### src/rtl/wwd_pkg.sv
package wwd_pkg;
    localparam int BUS_W = 32;

    // byte offsets of the register port
    localparam int OFF_UNLOCK = 8'h00;
    localparam int OFF_CTRL   = 8'h04;
    localparam int OFF_FCR    = 8'h08;
    localparam int OFF_WIN1   = 8'h0C;
    localparam int OFF_WIN2   = 8'h10;

    // control/status bit positions
    localparam int BIT_EN  = 0;
    localparam int BIT_SW  = 8;
    localparam int BIT_IRQ = 16;

    typedef enum logic [1:0] {
        WST_IDLE   = 2'd0,
        WST_CLOSED = 2'd1,
        WST_OPEN   = 2'd2
    } wst_e;
endpackage

### src/rtl/wwd_regs.sv
module wwd_regs
    import wwd_pkg::*;
#(
    parameter int CNT_W  = 32,
    parameter int ADDR_W = 5
) (
    input  logic              clk,
    input  logic              rst_n,
    input  logic              bus_sel,
    input  logic              bus_wr,
    input  logic [ADDR_W-1:0] bus_addr,
    input  logic [BUS_W-1:0]  bus_wdata,
    output logic [BUS_W-1:0]  bus_rdata,
    input  logic              open_win,
    input  logic              stat_en,
    input  logic              stat_sw,
    input  logic              stat_irq,
    output logic [CNT_W-1:0]  win1_q,
    output logic [CNT_W-1:0]  win2_q,
    output logic              unlock_q,
    output logic              acc_we,
    output logic              ctl_we
);
    localparam logic [ADDR_W-1:0] A_UNLOCK = ADDR_W'(OFF_UNLOCK);
    localparam logic [ADDR_W-1:0] A_CTRL   = ADDR_W'(OFF_CTRL);
    localparam logic [ADDR_W-1:0] A_FCR    = ADDR_W'(OFF_FCR);
    localparam logic [ADDR_W-1:0] A_WIN1   = ADDR_W'(OFF_WIN1);
    localparam logic [ADDR_W-1:0] A_WIN2   = ADDR_W'(OFF_WIN2);

    logic [BUS_W-1:0] fcr_q;
    logic             wr_unlock;
    logic             mapped;

    assign wr_unlock = bus_sel && bus_wr && (bus_addr == A_UNLOCK);
    assign mapped    = (bus_addr == A_CTRL) || (bus_addr == A_FCR) ||
                       (bus_addr == A_WIN1) || (bus_addr == A_WIN2);
    // a write is taken only when unlocked and outside the closed window
    assign acc_we    = bus_sel && bus_wr && mapped && unlock_q && open_win;
    assign ctl_we    = acc_we && (bus_addr == A_CTRL);

    always_ff @(posedge clk or negedge rst_n) begin
        if (!rst_n) begin
            unlock_q <= 1'b0;
            fcr_q    <= '0;
            win1_q   <= '0;
            win2_q   <= '0;
        end else begin
            if (wr_unlock)   unlock_q <= bus_wdata[0];
            else if (acc_we) unlock_q <= 1'b0;
            if (acc_we && bus_addr == A_FCR)  fcr_q  <= bus_wdata;
            if (acc_we && bus_addr == A_WIN1) win1_q <= bus_wdata[CNT_W-1:0];
            if (acc_we && bus_addr == A_WIN2) win2_q <= bus_wdata[CNT_W-1:0];
        end
    end

    always_comb begin
        bus_rdata = '0;
        if (bus_sel && !bus_wr) begin
            unique case (bus_addr)
                A_UNLOCK: bus_rdata = BUS_W'(unlock_q);
                A_CTRL:   bus_rdata = BUS_W'({stat_irq, 7'b0, stat_sw, 7'b0, stat_en});
                A_FCR:    bus_rdata = fcr_q;
                A_WIN1:   bus_rdata = BUS_W'(win1_q);
                A_WIN2:   bus_rdata = BUS_W'(win2_q);
                default:  bus_rdata = '0;
            endcase
        end
    end
endmodule

### src/rtl/wwd_fsm.sv
module wwd_fsm
    import wwd_pkg::*;
#(
    parameter int CNT_W = 32
) (
    input  logic             clk,
    input  logic             rst_n,
    input  logic             ctl_we,
    input  logic             ctl_en,
    input  logic             ctl_sw,
    input  logic             ctl_clr,
    input  logic [CNT_W-1:0] win1,
    input  logic [CNT_W-1:0] win2,
    output wst_e             state,
    output logic             irq_q,
    output logic             rst_q
);
    wst_e             nxt;
    logic [CNT_W-1:0] cnt;
    logic             arm_q;
    logic             cnt_zero;
    logic             do_start, do_stop, do_arm, do_restart, expire;

    assign cnt_zero   = (cnt == '0);
    assign do_start   = ctl_we && (state == WST_IDLE) && ctl_en;
    assign do_stop    = ctl_we && (state == WST_OPEN) && !ctl_en;
    assign do_arm     = ctl_we && (state == WST_OPEN) && ctl_en && !ctl_sw;
    assign do_restart = ctl_we && (state == WST_OPEN) && ctl_en && ctl_sw && arm_q;
    assign expire     = (state == WST_OPEN) && cnt_zero && !do_stop && !do_restart;

    always_comb begin
        nxt = state;
        unique case (state)
            WST_IDLE:   if (do_start) nxt = WST_CLOSED;
            WST_CLOSED: if (cnt_zero) nxt = WST_OPEN;
            WST_OPEN: begin
                if (do_stop)         nxt = WST_IDLE;
                else if (do_restart) nxt = WST_CLOSED;
                else if (cnt_zero)   nxt = WST_IDLE;
            end
            default:    nxt = WST_IDLE;
        endcase
    end

    always_ff @(posedge clk or negedge rst_n) begin
        if (!rst_n) state <= WST_IDLE;
        else        state <= nxt;
    end

    always_ff @(posedge clk or negedge rst_n) begin
        if (!rst_n) begin
            cnt   <= '0;
            arm_q <= 1'b0;
            irq_q <= 1'b0;
            rst_q <= 1'b0;
        end else begin
            if (do_start || do_restart)                   cnt <= win1;
            else if (state == WST_CLOSED)                 cnt <= cnt_zero ? win2 : cnt - 1'b1;
            else if (state == WST_OPEN && !cnt_zero)      cnt <= cnt - 1'b1;
            arm_q <= (nxt == WST_OPEN) && (arm_q || do_arm);
            if (state == WST_CLOSED && cnt_zero)          irq_q <= 1'b1;
            else if (ctl_we && ctl_clr)                   irq_q <= 1'b0;
            rst_q <= expire;
        end
    end
endmodule

### src/rtl/window_watchdog.sv
module window_watchdog
    import wwd_pkg::*;
#(
    parameter int CNT_W  = 32,
    parameter int ADDR_W = 5
) (
    input  logic              clk,
    input  logic              rst_n,
    input  logic              bus_sel,
    input  logic              bus_wr,
    input  logic [ADDR_W-1:0] bus_addr,
    input  logic [31:0]       bus_wdata,
    output logic [31:0]       bus_rdata,
    output logic              irq,
    output logic              rst_pulse
);
    wst_e             st;
    logic [CNT_W-1:0] win1_q, win2_q;
    logic             unlock_q, acc_we, ctl_we;

    wwd_regs #(.CNT_W(CNT_W), .ADDR_W(ADDR_W)) u_regs (
        .clk      (clk),
        .rst_n    (rst_n),
        .bus_sel  (bus_sel),
        .bus_wr   (bus_wr),
        .bus_addr (bus_addr),
        .bus_wdata(bus_wdata),
        .bus_rdata(bus_rdata),
        .open_win (st != WST_CLOSED),
        .stat_en  (st != WST_IDLE),
        .stat_sw  (st == WST_OPEN),
        .stat_irq (irq),
        .win1_q   (win1_q),
        .win2_q   (win2_q),
        .unlock_q (unlock_q),
        .acc_we   (acc_we),
        .ctl_we   (ctl_we)
    );

    wwd_fsm #(.CNT_W(CNT_W)) u_fsm (
        .clk    (clk),
        .rst_n  (rst_n),
        .ctl_we (ctl_we),
        .ctl_en (bus_wdata[BIT_EN]),
        .ctl_sw (bus_wdata[BIT_SW]),
        .ctl_clr(bus_wdata[BIT_IRQ]),
        .win1   (win1_q),
        .win2   (win2_q),
        .state  (st),
        .irq_q  (irq),
        .rst_q  (rst_pulse)
    );
endmodule

### config.mk
export PLATFORM = sky130hd
export DESIGN_NAME = window_watchdog
export DESIGN_NICKNAME = d
export VERILOG_FILES = /design/src/rtl/wwd_pkg.sv /design/src/rtl/wwd_regs.sv /design/src/rtl/wwd_fsm.sv /design/src/rtl/window_watchdog.sv
export SDC_FILE = /design/constraint.sdc
export NUM_CORES = 1
export LEC_CHECK = 0
export ABC_AREA = 1
export BUFFER_PORTS_ARGS = -buffer_cell sky130_fd_sc_hd__buf_2
export CORE_MARGIN = 2
export CORE_UTILIZATION = 30
export CTS_BUF_LIST = sky130_fd_sc_hd__clkbuf_8
export DETAILED_ROUTE_END_ITERATION = 16
export SYNTH_ARGS = -nofsm -noshare
export SYNTH_HDL_FRONTEND = slang
export SYNTH_HIERARCHICAL = 1
export SYNTH_SLANG_ARGS = --single-unit
### constraint.sdc
create_clock -name clk -period 3.8 [get_ports clk]
set_clock_uncertainty 0.1 [all_clocks]
set_input_delay 0.19 -clock clk [delete_from_list [all_inputs] [get_ports clk]]
set_output_delay 0.19 -clock clk [all_outputs]
set_load 0.03 [all_outputs]
=== Word-level counts from Yosys, hierarchy flattened ===
Index checks and enable logic that the tools add are counted.

* Shift operators: 0
* Divide/modulo/power cells: 0
* $lt $le $gt $ge: 0
* Bitwise logic cells: 0
* Multipliers: 0
* Reduce and logical (&&, ||, !) cells: 43
* Multiplexer cells: 16
* Eq/ne operators: 8
* Add/sub/neg operators: 1

{| class="wikitable"
|+ Operator list
! cell !! number
|-
| two-way mux 32 bit || 5
|-
| one-hot mux 32 bit (5 select lines) || 1
|-
| zero test 32 bit || 1
|-
| subtractor 32 x 1 -> 32 bit (second input constant) || 1
|-
| logical AND 1 bit || 25
|-
| equality test 5 x 4 -> 1 bit (second input constant) || 2
|-
| two-way mux 2 bit || 5
|-
| zero test 1 bit || 6
|-
| one-hot mux 2 bit (3 select lines) || 1
|-
| nonzero test 2 bit || 3
|-
| equality test 5 x 3 -> 1 bit (second input constant) || 1
|-
| equality test 5 bit (second input constant) || 1
|-
| zero test 5 bit || 1
|-
| logical OR 1 bit || 5
|-
| equality test 2 bit (second input constant) || 2
|-
| two-way mux 1 bit || 4
|-
| nonzero test 3 bit || 1
|-
| equality test 2 x 1 -> 1 bit (second input constant) || 1
|-
| zero test 2 bit || 1
|-
| inequality test 2 x 1 -> 1 bit (second input constant) || 1
|}

* Bits in latches: 0
* Memory bits (read-only): 0
* Flip-flop bits (word level): 134
* Bits in writable memories: 0
* Bits of input ports: 41
* Memories: 0
* Output and inout port bits: 34

=== Logic depth before layout (Yosys ltp) ===
Gate-level depths: netlist of the first run.

* Word-level depth: 17
* Gate-level depth with buffers: 14

=== Modules after synthesis ===
The synthesis of the first run kept the hierarchy.

{| class="wikitable"
|+ By module, submodules not included
! module !! instances !! area an instance (um2) !! cells an instance
|-
| wwd_regs || 1 || 4984.8 || 666
|-
| wwd_fsm || 1 || 3193.1 || 519
|-
| window_watchdog || 1 || 18.8 || 5
|}

=== Least setup slack after synthesis of the first run ===
Ideal clock, no wire load.

* Path kind: register to register
* From: reg u_fsm.state[1]
* To: reg u_fsm.cnt[5]
* Setup time: 77 ps
* Path buffers: 1
* Stages on the path, launching flop included: 14
* Path slack: 1778 ps
* Data required time: 3623 ps
* Period minus slack after synthesis: 2022 ps
* Data arrival time: 1844 ps
* Cell sequence: dfrtp_1 inv_1 nand2_1 nand2_1 nor3_1 nand2_1 nor2_1 nand2_1 inv_2 nor2_1 nand2_1 buf_2 nor2_1 a21oi_1

* Cells in the longest elaborated chain, start to end: 9

{| class="wikitable"
|+ Ends and longest elaborated chain
! what !! line !! text
|-
| start: declaration || wwd_fsm.sv:14 || <nowiki>output wst_e state,</nowiki>
|-
| start signal: assignment || wwd_fsm.sv:47 || <nowiki>else state <= nxt;</nowiki>
|-
| inequality test 2 x 1 -> 1 bit * || window_watchdog.sv:29 || <nowiki>.open_win (st != WST_CLOSED),</nowiki>
|-
| logical AND 1 bit * || wwd_regs.sv:38 || <nowiki>assign acc_we = bus_sel && bus_wr && mapped && unlock_q && open_win;</nowiki>
|-
| logical AND 1 bit * || wwd_regs.sv:39 || <nowiki>assign ctl_we = acc_we && (bus_addr == A_CTRL);</nowiki>
|-
| net ctl_we || window_watchdog.sv:19 || <nowiki>logic unlock_q, acc_we, ctl_we;</nowiki>
|-
| logical AND 1 bit (4 in series) || wwd_fsm.sv:28 || <nowiki>assign do_restart = ctl_we && (state == WST_OPEN) && ctl_en && ctl_sw && arm_q;</nowiki>
|-
| logical OR 1 bit * || wwd_fsm.sv:57 || <nowiki>if (do_start || do_restart) cnt <= win1;</nowiki>
|-
| nonzero test 3 bit (no line) or two-way mux 32 bit (tied branches) || -- ||
|-
| end signal: assignment || wwd_fsm.sv:57 ||
|-
| end signal: assignment || wwd_fsm.sv:58 || <nowiki>else if (state == WST_CLOSED) cnt <= cnt_zero ? win2 : cnt - 1'b1;</nowiki>
|-
| end signal: assignment || wwd_fsm.sv:59 || <nowiki>else if (state == WST_OPEN && !cnt_zero) cnt <= cnt - 1'b1;</nowiki>
|-
| end: declaration || wwd_fsm.sv:19 || <nowiki>logic [CNT_W-1:0] cnt;</nowiki>
|}

Mark *: on every way through the listed nets, which the timed path passes. The rest lies on a longest branch.
A chain may end at the register's enable or synchronous reset.

=== Worst setup path after layout of the first run ===
* From: reg u_fsm.cnt[0]
* To: reg u_fsm.cnt[20]

* Cells in the longest elaborated chain, start to end: 4

{| class="wikitable"
|+ Ends and longest elaborated chain
! what !! line
|-
| subtractor 32 x 1 -> 32 bit or zero test 32 bit (tied branches) || wwd_fsm.sv:58, wwd_fsm.sv:59, wwd_fsm.sv:24
|-
| two-way mux 32 bit, or another cell as far along || wwd_fsm.sv:59
|-
| two-way mux 32 bit or logical AND 1 bit (tied branches) || wwd_fsm.sv:58, wwd_fsm.sv:59
|-
| two-way mux 32 bit or nonzero test 3 bit (tied branches) || --
|}

Several ways; a longest one is shown, not always the timed one. The select of a mux whose other input is x is not followed.

==> results of run 1 <==
[sequential cells by signal (all words and copies together), names as in the netlist]
| signal | count |
|---|---|
| u_regs/win2_q | 32 |
| u_fsm/irq_q | 1 |
| u_fsm/state | 2 |
| u_fsm/cnt | 32 |
| u_fsm/arm_q | 1 |
| u_regs/unlock_q | 1 |
| u_regs/fcr_q | 32 |
| u_fsm/rst_q | 1 |
| u_regs/win1_q | 32 |
[area by class of cell]
| cell class | count | area (sq um) | share of cell area, % |
|---|---|---|---|
| tap | 341 | 427 | 4.47 |
| sequential | 134 | 3350 | 35.1 |
| timing repair buffer | 129 | 902 | 9.45 |
| inverter | 81 | 304 | 3.19 |
| clock buffer | 22 | 303 | 3.17 |
| clock inverter | 6 | 77.6 | 0.813 |
| multi-input combinational | 908 | 4180 | 43.8 |
[per-stage QoR]
| step | utilization [%] | total power (uW) | std cells |
|---|---|---|---|
| global route | 35.5 | 5900 | 1621 |
| global placement | 32.8 | 4230 | 1558 |
| finish | 35.5 | 5450 | 1621 |
| detailed placement | 32.8 | 4240 | 1558 |
| CTS | 35.5 | 5490 | 1621 |
| floorplan | - | 3570 | 1189 |
[power by group]
part           internal [uW]  total, uW  switching [uW]  leakage [uW]
combinational            886       2660            1770       0.00326
clock                    650       1190             541      0.000205
sequential              1500       1600             103       0.00186
[layer usage]
layer	GRT usage (%)	share of wire, %	vias up
met4	5.80	1.8	0
met1	23.8	46	3823
met2	30.1	49	199
met5	0	0	-
li1	-	-	3988
met3	2.38	3.5	32
[path summary, 6_finish.rpt]
| kind | from | to | slack [ns] | depth (start not counted) |
|---|---|---|---|---|
| worst max-delay path | u_fsm/cnt[0]$_DFFE_PN0P_ | u_fsm/cnt[20]$_DFFE_PN0P_ | 0.95 | 11 |
| worst min-delay path | bus_addr[3] | u_regs/unlock_q$_DFFE_PN0P_ | 0.14 | 6 |
| worst max register to register | u_fsm/cnt[0]$_DFFE_PN0P_ | u_fsm/cnt[20]$_DFFE_PN0P_ | 0.95 | 11 |
| worst min register to register | u_regs/fcr_q[15]$_DFFE_PN0P_ | u_regs/fcr_q[15]$_DFFE_PN0P_ | 0.37 | 2 |
| max in group asynchronous | rst_n | u_regs/win1_q[28]$_DFFE_PN0P_ | 2.45 | 3 |
| min in group asynchronous | rst_n | u_regs/fcr_q[0]$_DFFE_PN0P_ | 0.30 | 2 |
[critical path: stages, from the launching register on]
cell and delay, ns:
dfrtp_1 0.41, inv_1 0.11, ha_1 0.23, nand2_2 0.12, nor2_4 0.23, nand2_4 0.10, o21ai_2 0.14, buf_4 0.28
nand2_1 0.44, buf_4 0.37, nor2_1 0.12, a21oi_1 0.05
[cell usage in the layout (no fill, tap or decap), types with 5 or more instances in the layout]
cell type / n
a21boi_1: 5
clkbuf_8: 22
dlygate4sd3_1: 35
xnor2_1: 9
buf_2: 73
nand2_1: 489
dfrtp_1: 134
inv_1: 79
nand3_1: 108
nand3_2: 5
nor2_2: 6
o21ai_0: 13
a21boi_0: 17
buf_4: 18
nor2_4: 6
a21oi_1: 29
xor2_1: 5
nor2_1: 103
nand4_1: 76
nand3b_1: 21
==> flow_metrics.py, run 1 <==
metrics = {
    "pwr": {
        "p_leak_uw": 0.00532,
        "power_density_mw_per_mm2": 571,
        "ir_drop_v": 0.000349,
    },
    "place": {
        "hpwlAfterDp_microns": 16800,
        "place_congestion": 0.917,
        "dp_slack_ns": 0.980,
        "dpl_cell_area_sq_mm": 0.00881,
        "io_buffers": 74,
    },
    "critical_path": {
        "worstSetupEndpointType": "flip-flop",
        "crit_path_max_fanout": 23,
        "worst_ep_required_time_ns": 4.03,
        "setup.worst_path.start_class": "flip-flop",
        "arrival_ns": 3.08,
        "critPathKind": "flip-flop to flip-flop",
    },
    "clock_network": {
        "cts_buffers": 17,
        "root_buffer": "clkbuf_8",
        "clk_latency_ns": 0.45,
        "cts_tree": "yes",
        "cts_max_path_buffers": 2,
        "cts_resized": 0,
        "cts_hold_buf": 35,
        "htreeDepth": 4,
        "path_clk_slew_ns": 0.07,
        "cts.sinks": 134,
        "cts_setup_buffers": 0,
    },
    "logic_synthesis": {
        "syn_inst": 1189,
        "yosys_warnings": 6,
        "syn_avg_cell_area_sq_um": 6.89,
        "synth_area_sq_mm": 0.00819,
        "syn_nets": 1231,
    },
    "floorplan": {
        "row_count": 60,
        "die_h_microns": 169,
        "die_w_microns": 169,
        "die-area_sq_mm": 0.0286,
        "start_util_pct": 30.5,
        "pin_count": 75,
        "core_sq_mm": 0.0269,
    },
    "sta": {
        "relSlewSlack_pct": 41.6,
        "setup_tns_ns": 0,
        "setup_violations": 0,
        "fin_crit_sh_pct": 75.0,
        "post-route-min-period_ns": 2.85,
        "timing.final.ws_setup_ns": 0.949,
        "rsz0062_at_grt": "no",
        "max_freq_ghz": 0.351,
        "tightestPinTransition_ns": 0.875,
        "slew_viol_final": 0,
        "hold_viol": 0,
        "worst_hold_slack_ns": 0.137,
    },
    "finish": {
        "fin_nets": 1313,
        "diodes": 0,
        "nFillCells": 2843,
        "fin_area_sq_mm": 0.00955,
        "drive_gt1_share_pct": 11.6,
        "syn_to_final_growth_pct": 16.5,
    },
    "global_routing": {
        "first_global_vias": 7943,
        "grt_pass1_wl_microns": 41300,
        "grt_util_all_layers_pct": 17.9,
        "grt_max_degree": 92,
        "grt_overflow_total": 0,
        "antenna_found_initial": 0,
    },
    "routing": {
        "vias": 8042,
        "drc": 0,
        "vias_per_cell": 4.96,
        "dr.first_iter.drc_count": 579,
        "totalWireLength_microns": 24600,
        "avgRoutedWirePerCell_microns": 15.2,
        "dr.pass1.iters": 5,
        "final_antenna_net_count": 0,
    },
    "outcome": {
        "outcome": "completed",
    },
    "flow_run": {
        "maxCapViolCount": 0,
    },
    "min_path": {
        "hold_class": "primary input to flip-flop",
    },
}
Power figures use the tool's default switching activity.
==> inputs of run 2 (changes only) <==
- clock period: 3.8 -> 2.4 ns (I/O delays scaled with it)
==> run 2 against run 1 <==
Effect of this change: global-route usage increased by 0.24 points; critical path depth stayed put; sequential share of layout area decreased by 0.78 points; count of clock-buffer cells in the layout is 2 lower.
==> flow_metrics.py, run 2 (synthesized netlist as in run 1, its figures left out) <==
metrics = {
    "outcome": {
        "outcome": "completed",
    },
    "clock_network": {
        "path_clk_slew_ns": 0.08,
        "root_buffer": "clkbuf_8",
        "cts_buffers": 17,
        "htreeDepth": 4,
        "cts.sinks": 134,
        "clk_latency_ns": 0.45,
        "cts_tree": "yes",
        "cts_setup_buffers": 0,
        "cts_max_path_buffers": 2,
    },
    "critical_path": {
        "cp_top_family": "simple AND/OR/NAND/NOR gates",
        "worstSetupEndpointType": "flip-flop",
        "worst_ep_required_time_ns": 2.63,
        "critPathKind": "flip-flop to flip-flop",
        "slowest_delay_ns": 0.42,
        "setup.worst_path.start_class": "flip-flop",
        "cpMaxStageDelayCell": "dfrtp_1",
        "crit_chain": "inv_1 -> ha_1 -> nand2_2 -> nor2_4 -> nand2_4 -> nor2_8 -> nand2_4 -> nor2_1 -> o21ai_0 -> nand2_1 -> nand2_1",
        "crit_buf_inv": 1,
        "arrival_ns": 2.42,
        "r2r_slack_ns": 0.21,
        "crit_path_max_fanout": 26,
    },
    "global_routing": {
        "grt_max_degree": 66,
        "grt_pass1_wl_microns": 41900,
        "grt_overflow_total": 0,
        "antenna_found_initial": 0,
        "first_global_vias": 8003,
        "grt_util_all_layers_pct": 18.1,
    },
    "place": {
        "io_buffers": 74,
        "place_congestion": 0.887,
        "hpwlAfterDp_microns": 17000,
    },
    "floorplan": {
        "row_count": 60,
        "die-area_sq_mm": 0.0286,
        "die_w_microns": 169,
        "pin_count": 75,
        "core_sq_mm": 0.0269,
        "die_h_microns": 169,
        "start_util_pct": 30.5,
    },
    "sta": {
        "fin_crit_sh_pct": 91.2,
        "hold_viol": 0,
        "rsz0062_at_grt": "no",
        "tightestPinTransition_ns": 0.533,
        "slew_viol_final": 0,
        "setup_violations": 0,
        "setup_tns_ns": 0,
        "post-route-min-period_ns": 2.19,
        "max_freq_ghz": 0.457,
        "relSlewSlack_pct": 64.3,
    },
    "finish": {
        "layout.cells.most_common": "nand2_1",
        "nFillCells": 2918,
        "fin_nets": 1325,
        "postLayoutCoreUtil_pct": 36.3,
        "syn_to_final_growth_pct": 19.2,
        "diodes": 0,
        "layout_common_cells": "nand2_1 (489), dfrtp_1 (134), nand3_1 (108), nor2_1 (103), inv_1 (79)",
        "drive_gt1_share_pct": 12.6,
    },
    "routing": {
        "vias_per_cell": 4.96,
        "avgRoutedWirePerCell_microns": 15.2,
        "totalWireLength_microns": 24900,
        "final_antenna_net_count": 0,
        "dr.pass1.iters": 5,
        "drc": 0,
        "vias": 8111,
        "dr.first_iter.drc_count": 674,
    },
    "min_path": {
        "hold_class": "primary input to async pin",
    },
    "pwr": {
        "ir_drop_v": 0.000412,
        "p_leak_uw": 0.00541,
        "power_density_mw_per_mm2": 908,
        "finalPower_uw": 8860,
    },
    "flow_run": {
        "maxCapViolCount": 0,
    },
}
-- run 2: changes by cell type in the layout (fill, tap and decap cells not counted) --
cell / before / now
dlygate4sd3_1: 35 / 36
clkinvlp_4: 0 / 3
buf_12: 2 / 7
nor3_2: 0 / 1
clkinv_2: 2 / 1
nor3_1: 1 / 0
bufinv_16: 2 / 4
clkbuf_8: 22 / 20
buf_6: 1 / 3
buf_4: 18 / 22
-- run 2: worst paths after layout --
check | to | cells past startpoint | startpoint
min reg2reg | u_regs/fcr_q[18]$_DFFE_PN0P_ | 2 | u_regs/fcr_q[18]$_DFFE_PN0P_
min | u_regs/unlock_q$_DFFE_PN0P_ | 2 | rst_n
max | u_fsm/cnt[6]$_DFFE_PN0P_ | 11 | u_fsm/cnt[0]$_DFFE_PN0P_
max in group asynchronous | u_regs/win2_q[23]$_DFFE_PN0P_ | 3 | rst_n
max reg2reg | u_fsm/cnt[6]$_DFFE_PN0P_ | 11 | u_fsm/cnt[0]$_DFFE_PN0P_
min in group clk | u_regs/win1_q[0]$_DFFE_PN0P_ | 5 | bus_wr
-- run 2: cell type report --
type	instances	area (sq um)	share of cell area [%]
Tap cell	341	427	4.37
Clock inverter	10	155	1.59
Multi-Input combinational cell	908	4180	42.9
Inverter	81	304	3.11
Sequential cell	134	3350	34.3
Timing Repair Buffer	141	1060	10.9
Clock buffer	20	275	2.82
-- run 2: metal layers --
| metal | up-vias | share of wire [%] | global-route usage, % |
|---|---|---|---|
| met2 | 189 | 50 | 30.8 |
| met3 | 30 | 3.3 | 2.61 |
| met1 | 3889 | 45 | 24.0 |
| li1 | 4003 | - | - |
| met4 | 0 | 1.4 | 5.05 |
| met5 | - | 0 | 0 |
-- run 2: stage by stage --
stage	setup WS [ns]	area, sq um	std cells	hold WS (ns)
after floorplan	0.378	8190	1189	-0.276
after global placement	0.208	8960	1569	-0.00712
after detailed placement	0.174	8960	1569	-0.00624
after CTS	0.146	9750	1635	0.0711
after global routing	0.000691	9760	1635	0.102
final	0.212	9760	1635	0.0729
-- run 2: where the power goes --
part / leakage, uW / switching, uW / internal, uW
Sequential: 0.00186 / 156 / 2380
Clock: 0.000215 / 891 / 1190
Combinational: 0.00334 / 2760 / 1490
Total: 0.00541 / 3800 / 5060
-- run 2: what timing repair did --
action | 4_1_cts | 5_1_grt
endpoints found under the hold margin | 233 | 0
gates resized for setup | 0 | 3
setup endpoints to repair | 0 | 27
hold buffers | 36 | 0
